### config.mk
export PLATFORM = sky130hd
export DESIGN_NAME = frame_ring_ctl
export DESIGN_NICKNAME = d
export VERILOG_FILES = /design/src/rtl/frame_ring_ctl.sv
export SDC_FILE = /design/constraint.sdc
export NUM_CORES = 1
export LEC_CHECK = 0
export BUFFER_PORTS_ARGS = -buffer_cell sky130_fd_sc_hd__buf_2
export CORE_ASPECT_RATIO = 1.4
export CORE_UTILIZATION = 35
export DETAILED_ROUTE_END_ITERATION = 8
export PLACE_DENSITY_LB_ADDON = 0.12
export SETUP_SLACK_MARGIN = 0.5
export SYNTH_ARGS = -nofsm -noshare
export SYNTH_HDL_FRONTEND = slang
export SYNTH_SLANG_ARGS = --single-unit
### constraint.sdc
create_clock -name clk -period 11.95 [get_ports clk]
set_input_delay 0.5975 -clock clk [delete_from_list [all_inputs] [get_ports clk]]
set_output_delay 0.5975 -clock clk [all_outputs]
set_load 0.05 [all_outputs]
### src/rtl/frame_ring_ctl.sv
module frame_ring_ctl #(
  parameter int LOG_MAX = 10,
  parameter int DEF_LG  = 7,
  parameter int BASE_W  = 16,
  parameter int LGW     = $clog2(LOG_MAX + 1)
) (
  input  logic               clk,
  input  logic               rst_n,
  input  logic               op_valid,
  input  logic [2:0]         op_code,
  input  logic [LOG_MAX:0]   req_cnt,
  input  logic [BASE_W-1:0]  cfg_base,
  input  logic [LGW-1:0]     cfg_lg,
  output logic               rsp_valid,
  output logic               rsp_fail,
  output logic [BASE_W-1:0]  rsp_ofs,
  output logic [LOG_MAX:0]   rsp_cnt,
  output logic [LOG_MAX-1:0] free_cnt,
  output logic [LOG_MAX-1:0] valid_cnt,
  output logic [LOG_MAX-1:0] unseen_cnt,
  output logic [LOG_MAX-1:0] alloc_cnt
);
  localparam int PW = LOG_MAX;
  localparam logic [PW-1:0] MF = PW'(16);
  localparam logic [PW-1:0] DEF_MASK = PW'((1 << DEF_LG) - 1);

  localparam logic [2:0] OP_INIT = 3'd0, OP_FLUSH = 3'd1, OP_WR = 3'd2, OP_RD = 3'd3,
                         OP_RSV = 3'd4, OP_CMT = 3'd5, OP_PEEK = 3'd6, OP_DISC = 3'd7;

  logic [BASE_W-1:0] base, n_base;
  logic [PW-1:0] mask, n_mask;
  logic [PW-1:0] wc, wa, rd, rp, n_wc, n_wa, n_rd, n_rp;
  logic          n_fail;
  logic [BASE_W-1:0] n_ofs;
  logic [PW:0]   n_cnt;

  logic [PW-1:0] cur_free, cur_unseen;
  logic [PW:0]   wr_edge, rd_edge, wr_grant, rd_grant;

  assign cur_free   = (rd - wa - PW'(1)) & mask;
  assign cur_unseen = (wc - rp) & mask;
  assign wr_edge    = {1'b0, mask} - {1'b0, wc} + (PW+1)'(1);
  assign rd_edge    = {1'b0, mask} - {1'b0, rp} + (PW+1)'(1);

  function automatic logic [PW:0] min3(input logic [PW:0] a, input logic [PW:0] b,
                                       input logic [PW:0] c);
    logic [PW:0] m;
    m = (a < b) ? a : b;
    return (m < c) ? m : c;
  endfunction

  assign wr_grant = min3(req_cnt, wr_edge, {1'b0, cur_free});
  assign rd_grant = min3(req_cnt, rd_edge, {1'b0, cur_unseen});

  always_comb begin
    n_base = base; n_mask = mask;
    n_wc = wc; n_wa = wa; n_rd = rd; n_rp = rp;
    n_fail = 1'b0; n_ofs = '0; n_cnt = '0;
    if (op_valid) begin
      case (op_code)
        OP_INIT: begin
          n_base = cfg_base;
          n_mask = PW'((1 << cfg_lg) - 1);
          n_wc = '0; n_wa = '0; n_rd = '0; n_rp = '0;
        end
        OP_FLUSH: begin
          n_rd = wc & ~PW'(15);
          n_rp = wc & ~PW'(15);
        end
        OP_WR: begin
          n_ofs = base + BASE_W'(wc);
          n_cnt = wr_grant;
          n_wc  = (wc + wr_grant[PW-1:0]) & mask;
          n_wa  = (wc + wr_grant[PW-1:0]) & mask;
        end
        OP_RD: begin
          n_ofs = base + BASE_W'(rp);
          n_cnt = rd_grant;
          n_rd  = (rp + rd_grant[PW-1:0]) & mask;
          n_rp  = (rp + rd_grant[PW-1:0]) & mask;
        end
        OP_RSV: begin
          if (cur_free >= MF) begin
            n_ofs = base + BASE_W'(wa);
            n_cnt = (PW+1)'(16);
            n_wa  = (wa + MF) & mask;
          end else n_fail = 1'b1;
        end
        OP_CMT: begin
          n_cnt = (PW+1)'(16);
          n_wc  = (wc + MF) & mask;
        end
        OP_PEEK: begin
          if (cur_unseen >= MF) begin
            n_ofs = base + BASE_W'(rp);
            n_cnt = (PW+1)'(16);
            n_rp  = (rp + MF) & mask;
          end else n_fail = 1'b1;
        end
        default: begin
          n_cnt = (PW+1)'(16);
          n_rd  = (rd + MF) & mask;
        end
      endcase
    end
  end

  always_ff @(posedge clk or negedge rst_n) begin
    if (!rst_n) begin
      base <= '0; mask <= DEF_MASK;
      wc <= '0; wa <= '0; rd <= '0; rp <= '0;
      rsp_valid <= 1'b0; rsp_fail <= 1'b0; rsp_ofs <= '0; rsp_cnt <= '0;
      free_cnt <= DEF_MASK; valid_cnt <= '0; unseen_cnt <= '0; alloc_cnt <= '0;
    end else begin
      base <= n_base; mask <= n_mask;
      wc <= n_wc; wa <= n_wa; rd <= n_rd; rp <= n_rp;
      rsp_valid <= op_valid; rsp_fail <= n_fail; rsp_ofs <= n_ofs; rsp_cnt <= n_cnt;
      free_cnt   <= (n_rd - n_wa - PW'(1)) & n_mask;
      valid_cnt  <= (n_wc - n_rd) & n_mask;
      unseen_cnt <= (n_wc - n_rp) & n_mask;
      alloc_cnt  <= (n_wa - n_rd) & n_mask;
    end
  end

  // committed data never exceeds what was allocated
  a_r2_valid_within_alloc: assert property (@(posedge clk) disable iff (!rst_n)
    valid_cnt <= alloc_cnt);

  // a bulk grant never exceeds the request
  a_r3_grant_bounded: assert property (@(posedge clk) disable iff (!rst_n)
    (op_valid && (op_code == OP_WR || op_code == OP_RD)) |=> rsp_cnt <= $past(req_cnt));

  // commit moves the committed pointer by one multiframe
  a_r6_commit_step: assert property (@(posedge clk) disable iff (!rst_n)
    (op_valid && op_code == OP_CMT) |=> wc == (($past(wc) + MF) & mask));

  // a failure only answers a reserve or peek
  a_r10_fail_source: assert property (@(posedge clk) disable iff (!rst_n)
    rsp_fail |-> rsp_valid && (($past(op_code) == OP_RSV) || ($past(op_code) == OP_PEEK)));

  // a refused claim leaves the counts unchanged
  a_r10_fail_no_move: assert property (@(posedge clk) disable iff (!rst_n)
    rsp_fail |-> $stable(alloc_cnt) && $stable(unseen_cnt) && $stable(free_cnt));
endmodule

==> impl_metrics.ini, run 1 <==
[status]
status = finished, final reports clean

[cts]
cts_tree = built
clockBufferDepth = 2
clk_latency_ns = 0.45
cts_resized = 0
cts_hold_buf = 0
postCtsSetupBuffers = 0
clock_sinks = 135
cts.clk_slew.worst_paths_ns = 0.06
numCtsBuffers = 17
htreeDepth = 4
cts-root-buf = clkbuf_16

[die]
die_h_um = 229
dieWidth_um = 164
fp-row-count = 82
core_um2 = 36000
die-area_um2 = 37500
ios = 106
initial_utilization = 0.357

[routing]
drt_iter0_markers = 651
wire_per_inst_um = 21.3
ant_nets = 0
route.detailed.drc = 0
wl_um = 43800
vias = 11400
drt_first_pass_iters = 5
post_drt_via_cell_ratio = 5.57

[place]
io_buffer_count = 105
place.gp.congestion = 0.911
post-dp-hpwl_um = 35000

[worst_setup_path]
crit_arrival_ns = 10.85
path_max_fanout = 16
critPathKind = register to register
r2r_setup_slack_ns = 1.44
cp_slowest_cell = dfstp_2
critPathMaxStageDelay_ns = 0.69
crit_path_start_kind = register
crit_required_ns = 12.28
end_kind = register
path_common_cell = ha_1

[final_layout]
drive_above_1_share = 0.138
diodes = 0
fin_nets = 1818
area_delta_synth_final_pct = 13.1

[timing]
setup-tns-final_ns = 0
setup_viol = 0
period_minus_slack_ns = 10.51
fin_skew_ns = 0.0127
maxSlewViolCount = 0
tightest_slew_ns = 0.898
relSlewSlack = 0.402
rsz0062_at_grt = false
final_hold_viol_count = 0
min_period_over_period = 0.880
timing.fmax_mhz = 95.1

[global_routing]
grt_pass1_vias = 11800
antenna_found_initial = 0
grt_pass1_wl_um = 68000
overflow = 0
grtUsageTotal = 0.241
grt_max_degree = 71

[synthesis]
post-synth-top-count-cell = ha_1
seq_area_frac_synth = 0.264
synth_top_area_share = 0.235
async_reset_ff_frac = 1.00
yosysTopAreaCell = dfrtp_1
synth.distinct_cells = 81
synthCells = 1474
synth_nets = 1714
synth_warnings = 0
synth_top_flop_cell = dfrtp_1
synthTopCellsByCount = 190 x ha_1, 124 x a21oi_1, 122 x inv_1
syn-cell-area_um2 = 12900
synthTopCellsByArea = dfrtp_1 24%, ha_1 18%, a21oi_1 4.8%
synth-seq-cells = 135
synth-edff-count = 0
avgSynthCellArea_um2 = 8.73

[flow_run]
max-cap-violations = 0

[worst_hold_path]
hold_path_class = primary input to async pin
==> sequential cells by signal, summed over array words and instances, names as in the netlist <==
name and count:
base 16, rsp_ofs 16, rsp_cnt 11, alloc_cnt 10, free_cnt 10, mask 10
rd 10, rp 10, unseen_cnt 10, valid_cnt 10, wa 10, wc 10
rsp_fail 1, rsp_valid 1
==> path summary, 6_finish.rpt <==
path                              from  cells after the start             to
max                            mask[1]                     42  unseen_cnt[9]
min                              rst_n                      1   alloc_cnt[3]
max reg2reg                    mask[1]                     42  unseen_cnt[9]
min reg2reg                   base[14]                      1    rsp_ofs[14]
max in group asynchronous        rst_n                      2        base[2]
min in group clk           cfg_base[4]                      2        base[4]
==> kinds of logic after synthesis <==
| logic type | after synthesis | share of synthesized area |
|---|---|---|
| mux | 45 | 0.0382 |
| flops | 135 | 0.264 |
| simple gates | 391 | 0.152 |
| xor+xnor | 88 | 0.0616 |
| other cells | 1 | 0.000292 |
| compound gates | 451 | 0.232 |
| buf+inv | 160 | 0.0467 |
| fa+ha+maj | 203 | 0.205 |
==> layer usage <==
metal  global-route usage  up-vias  share of wire  wire [µm]
met5                    0        -              0          0
met4                0.118        0          0.045       1970
met3               0.0310       86          0.036       1590
met2                0.418      280           0.50      21700
met1                0.290     5543           0.42      18500
li1                     -     5518              -          -
==> final cells by class <==
cell class                      count  area (µm²)
Clock buffer                       19         433
Clock inverter                     13         148
Fill cell                        3690       21500
Inverter                          122         458
Multi-Input combinational cell   1179        8870
Sequential cell                   135        3400
Tap cell                          462         578
Timing Repair Buffer              123         667
==> worst max-delay path: cells and delay by family (launching register included) <==
family / cells / cell delay [ns]
adder cells (fa/ha/maj): 8 / 2.62
flip-flops: 1 / 0.69
XOR/XNOR: 3 / 0.53
buffers and inverters: 4 / 0.31
AND/OR/NAND/NOR: 5 / 0.91
AO/OA/AOI/OAI: 20 / 4.70
multiplexers: 2 / 0.60
==> stage by stage <==
stage                     cell area [µm²]  worst slack (ns)   util  std cells  hold WS [ns]
after floorplan                     12900              3.14      -       1474         0.302
after global placement              14000              1.61  0.388       2021         0.537
after detailed placement            14000              1.60  0.388       2021         0.537
after CTS                           14500              1.53  0.404       2053         0.194
after global routing                14500             0.685  0.404       2053         0.210
final                               14500              1.44  0.404       2053         0.166
==> cell usage in the layout (no fill, tap or decap), drive strengths merged, types with 17 or more instances in the layout <==
master and instances:
xnor2 61, clkbuf 19, o21ai 95, nand2b 23
ha 190, and2 23, o21bai 25, nand3 34
a22o 17, xor2 26, and3 24, a22oi 17
dfrtp 121, inv 125, buf 123, nand2 100
a21o 61, nor3 31, nor2 94, mux2 30
nor2b 17, a21oi 124
Power of run 1 is not shown: default switching activity piles up to over one toggle a cycle in this logic, so the estimate is an artifact.
==> run 2: changes to the inputs <==
--- a/config.mk
+++ b/config.mk
@@ -9,7 +9,6 @@
 export CORE_ASPECT_RATIO = 1.4
 export CORE_UTILIZATION = 35
 export DETAILED_ROUTE_END_ITERATION = 8
-export PLACE_DENSITY_LB_ADDON = 0.12
 export SETUP_SLACK_MARGIN = 0.5
 export SYNTH_ARGS = -nofsm -noshare
 export SYNTH_HDL_FRONTEND = slang
==> run 2 against run 1 <==
Compared with the run above: clock skew decreased by 0.0048 ns; global-route usage is 1.2 points lower; first-iteration DRC count up 9.4%; register-to-register slack got worse by 0.12 ns; utilization up 0.10 points; worst setup slack got worse by 0.12 ns; die area unchanged; count of clock-buffer cells in the layout unchanged; worst hold slack got worse by 0.0040 ns; via count rose by 0.81%; maximum frequency down 1.2%; sequential share of layout area is 0.058 points lower; critical endpoint unchanged.
==> impl_metrics.ini, run 2 (synthesized netlist as in run 1, its figures left out) <==
[status]
status = finished, final reports clean

[place]
post-dp-hpwl_um = 33600
io_buffer_count = 105
place.gp.congestion = 0.936

[worst_setup_path]
critPathMaxStageDelay_ns = 0.72
path_max_fanout = 16
critPathKind = register to register
end_kind = register
path_common_cell = ha_1
cp_slowest_cell = dfrtp_1
crit_path_start_kind = register
critPathBufInv = 4
crit_arrival_ns = 10.97
crit_required_ns = 12.28
critPathTopFamily = compound AO/OA/AOI/OAI gates

[routing]
route.detailed.drc = 0
ant_nets = 0
drt_iter0_markers = 712
wl_um = 42000
post_drt_via_cell_ratio = 5.62
drt_first_pass_iters = 6
wire_per_inst_um = 20.5
vias = 11500

[global_routing]
overflow = 0
grt_max_degree = 71
grt_pass1_wl_um = 65000
grt_pass1_vias = 11500
antenna_found_initial = 0
grtUsageTotal = 0.230

[timing]
period_minus_slack_ns = 10.64
setup-tns-final_ns = 0
maxSlewViolCount = 0
rsz0062_at_grt = false
tightest_slew_ns = 0.895
setup_viol = 0
timing.fmax_mhz = 94.0
min_period_over_period = 0.890
fin_skew_ns = 0.00787
relSlewSlack = 0.403
final_hold_viol_count = 0

[die]
initial_utilization = 0.357
core_um2 = 36000
fp-row-count = 82
die_h_um = 229
die-area_um2 = 37500
ios = 106
dieWidth_um = 164

[cts]
cts-root-buf = clkbuf_16
cts_hold_buf = 0
numCtsBuffers = 17
cts.clk_slew.worst_paths_ns = 0.06
cts_tree = built
clock_sinks = 135
postCtsSetupBuffers = 0
clockBufferDepth = 2
clk_latency_ns = 0.45
htreeDepth = 4
cts_resized = 0

[final_layout]
layout_commonest_cell = ha_1
mostFrequentLayoutCells = 190 x ha_1, 124 x a21oi_1, 122 x inv_1
area_delta_synth_final_pct = 13.4
drive_above_1_share = 0.137
fin_nets = 1815
num-fill-cells = 3645
largestRegisters = base: 16 flops, rsp_ofs: 16 flops, rsp_cnt: 11 flops
diodes = 0

[flow_run]
max-cap-violations = 0

[worst_hold_path]
hold_path_class = primary input to async pin
-- run 2: worst paths after layout --
| kind | startpoint | to | slack [ns] | cells past startpoint |
|---|---|---|---|---|
| max in group asynchronous | rst_n | base[5] | 10.39 | 2 |
| min in group clk | cfg_base[4] | base[4] | 0.38 | 2 |
| worst min register to register | base[11] | rsp_ofs[11] | 0.51 | 1 |
| worst max register to register | wc[1] | unseen_cnt[9] | 1.31 | 42 |
| worst min-delay path | rst_n | alloc_cnt[3] | 0.16 | 1 |
| worst max-delay path | wc[1] | unseen_cnt[9] | 1.31 | 42 |
-- run 2: layout make-up --
type                       count  area [µm²]  share of cell area
inverter                     122         458              0.0314
sequential                   135        3400               0.233
clock inverter                13         194              0.0133
timing repair buffer         120         644              0.0442
clock buffer                  19         443              0.0304
multi-input combinational   1179        8870               0.608
tap                          462         578              0.0396
-- run 2: per-layer routing --
| metal | track usage | wire (µm) |
|---|---|---|
| met1 | 0.274 | 17300 |
| met4 | 0.134 | 2370 |
| met5 | 0 | 0 |
| met2 | 0.390 | 20400 |
| met3 | 0.0303 | 1860 |
-- run 2: stage by stage --
stage,instances,worst slack [ns],hold WS (ns),util,instance area [µm²]
after floorplan,1474,3.14,0.302,-,12900
after global placement,2018,1.54,0.506,0.387,13900
after detailed placement,2018,1.49,0.503,0.387,13900
after CTS,2050,1.43,0.170,0.405,14600
after global routing,2050,0.601,0.207,0.405,14600
final,2050,1.31,0.162,0.405,14600
-- run 2: worst reg2reg max path, delay by kind of cell (launching register included) --
family | cells | cell delay (ns)
AO/OA/AOI/OAI | 20 | 4.66
AND/OR/NAND/NOR | 6 | 1.12
buffers and inverters | 4 | 0.34
flip-flops | 1 | 0.72
adder cells (fa/ha/maj) | 8 | 2.60
XOR/XNOR | 2 | 0.33
multiplexers | 2 | 0.77
Power of run 2 is left out for the same reason.
==> run 3: changes to the inputs <==
--- a/config.mk
+++ b/config.mk
@@ -5,10 +5,10 @@
 export SDC_FILE = /design/constraint.sdc
 export NUM_CORES = 1
 export LEC_CHECK = 0
-export BUFFER_PORTS_ARGS = -buffer_cell sky130_fd_sc_hd__buf_2
 export CORE_ASPECT_RATIO = 1.4
 export CORE_UTILIZATION = 35
 export DETAILED_ROUTE_END_ITERATION = 8
+export DONT_BUFFER_PORTS = 1
 export SETUP_SLACK_MARGIN = 0.5
 export SYNTH_ARGS = -nofsm -noshare
 export SYNTH_HDL_FRONTEND = slang
==> run 3 against run 2 <==
Compared with the run above: worst setup slack got worse by 0.10 ns; register-to-register slack got worse by 0.10 ns; count of clock-buffer cells in the layout fell by 1; wire length rose by 0.39%; first-iteration DRC count rose by 21%; clock skew rose by 0.0091 ns; critical path type unchanged; highest routed layer unchanged.
==> impl_metrics.ini, run 3 (synthesized netlist as in run 1, its figures left out) <==
[die]
fp-row-count = 82
dieWidth_um = 164
die-area_um2 = 37500
die_h_um = 229
core_um2 = 36000
ios = 106
initial_utilization = 0.357

[timing]
timing.fmax_mhz = 93.1
final_hold_viol_count = 0
rsz0062_at_grt = false
relSlewSlack = 0.391
tightest_slew_ns = 0.907
fin_skew_ns = 0.0169
period_minus_slack_ns = 10.74
setup_viol = 0
hold_slack_ns = 0.0980
maxSlewViolCount = 0
min_period_over_period = 0.899
setup-tns-final_ns = 0

[cts]
htreeDepth = 4
cts-root-buf = clkbuf_16
numCtsBuffers = 17
cts.clk_slew.worst_paths_ns = 0.08
clockBufferDepth = 2
cts_tree = built
clock_sinks = 135
cts_resized = 0
clk_latency_ns = 0.46

[routing]
wl_um = 42200
wire_per_inst_um = 21.6
post_drt_via_cell_ratio = 5.73
route.detailed.drc = 0
vias = 11200
drt_iter0_markers = 863
drt_first_pass_iters = 6
ant_nets = 0

[worst_setup_path]
path_max_fanout = 16
crit_arrival_ns = 11.08
r2r_setup_slack_ns = 1.21
crit_path_start_kind = register
critPathKind = register to register
critPathMaxStageDelay_ns = 0.67
end_kind = register
crit_required_ns = 12.29
cp_slowest_cell = dfstp_2
path_common_cell = ha_1

[global_routing]
met1_usage = 0.267
grt_pass1_wl_um = 65400
grtUsageMet3 = 0.0392
grt_max_degree = 129
grt_busiest_layer = met2
antenna_found_initial = 1
overflow = 0
grt_use_met2 = 0.393
grtUsageTotal = 0.231
grt_pass1_vias = 11400

[place]
place.gp.congestion = 0.968
post-dp-hpwl_um = 33400
io_buffer_count = 0

[status]
status = finished, final reports clean

[final_layout]
area_delta_synth_final_pct = 9.40
drive_above_1_share = 0.0761
layout_commonest_cell = ha_1
mostFrequentLayoutCells = 190 x ha_1, 124 x a21oi_1, 122 x inv_1
num-fill-cells = 3531
largestRegisters = base: 16 flops, rsp_ofs: 16 flops, rsp_cnt: 11 flops
post-route-util = 0.391
fin_nets = 1711

[flow_run]
max-cap-violations = 0

[worst_hold_path]
hold_path_class = primary input to async pin
[run 3: cell types whose count changed in the layout (fill, tap and decap cells not counted), sizes merged]
cell,delta
clkinvlp,-2
diode,+1
clkbuf,-1
buf,-105
clkinv,-1
inv,+5
bufinv,-1
dlygate4sd3,+1
[run 3: path summary, 6_finish.rpt]
kind / depth (start not counted) / startpoint / endpoint
setup / recovery: 42 / mask[1] / unseen_cnt[9]
hold / removal: 1 / rst_n / wc[2]
setup reg to reg: 42 / mask[1] / unseen_cnt[9]
hold reg to reg: 1 / base[11] / rsp_ofs[11]
max in group asynchronous: 1 / rst_n / mask[3]
min in group clk: 0 / op_valid / rsp_valid
[run 3: per-stage QoR]
step / setup slack (ns) / instance area, µm² / std cells
after floorplan: 3.14 / 12900 / 1474
after global placement: 1.41 / 13400 / 1912
after detailed placement: 1.35 / 13400 / 1912
after CTS: 1.32 / 14100 / 1946
after global routing: 0.553 / 14100 / 1947
final: 1.21 / 14100 / 1947
[run 3: per-layer routing]
metal  wire, µm  vias to the layer above  part of all wire
li1           -                     5315                 -
met1      16500                     5328              0.39
met2      20900                      390              0.49
met3       2340                      124             0.055
met4       2490                        0             0.059
met5          0                        -                 0
[run 3: timing repair]
| action | CTS | global route |
|---|---|---|
| endpoints found under the hold margin | 128 | 0 |
| hold buffers | 2 | 0 |
| buffers inserted | 0 | 0 |
[run 3: cell type report]
| cell class | count | area [µm²] | share of cell area |
|---|---|---|---|
| Antenna cell | 1 | 2.50 | 0.000178 |
| Timing Repair Buffer | 16 | 143 | 0.0101 |
| Clock buffer | 18 | 439 | 0.0312 |
| Inverter | 122 | 458 | 0.0325 |
| Sequential cell | 135 | 3400 | 0.241 |
| Clock inverter | 14 | 184 | 0.0131 |
| Multi-Input combinational cell | 1179 | 8870 | 0.630 |
| Tap cell | 462 | 578 | 0.0411 |
[run 3: critical path: cells and delay by family, from the launching register on]
family / cells / cell delay (ns)
compound gates: 19 / 4.78
xor+xnor: 3 / 0.52
simple gates: 6 / 1.03
fa+ha+maj: 8 / 2.66
flops: 1 / 0.67
mux: 2 / 0.62
buf+inv: 4 / 0.31
Power of run 3 is left out for the same reason.
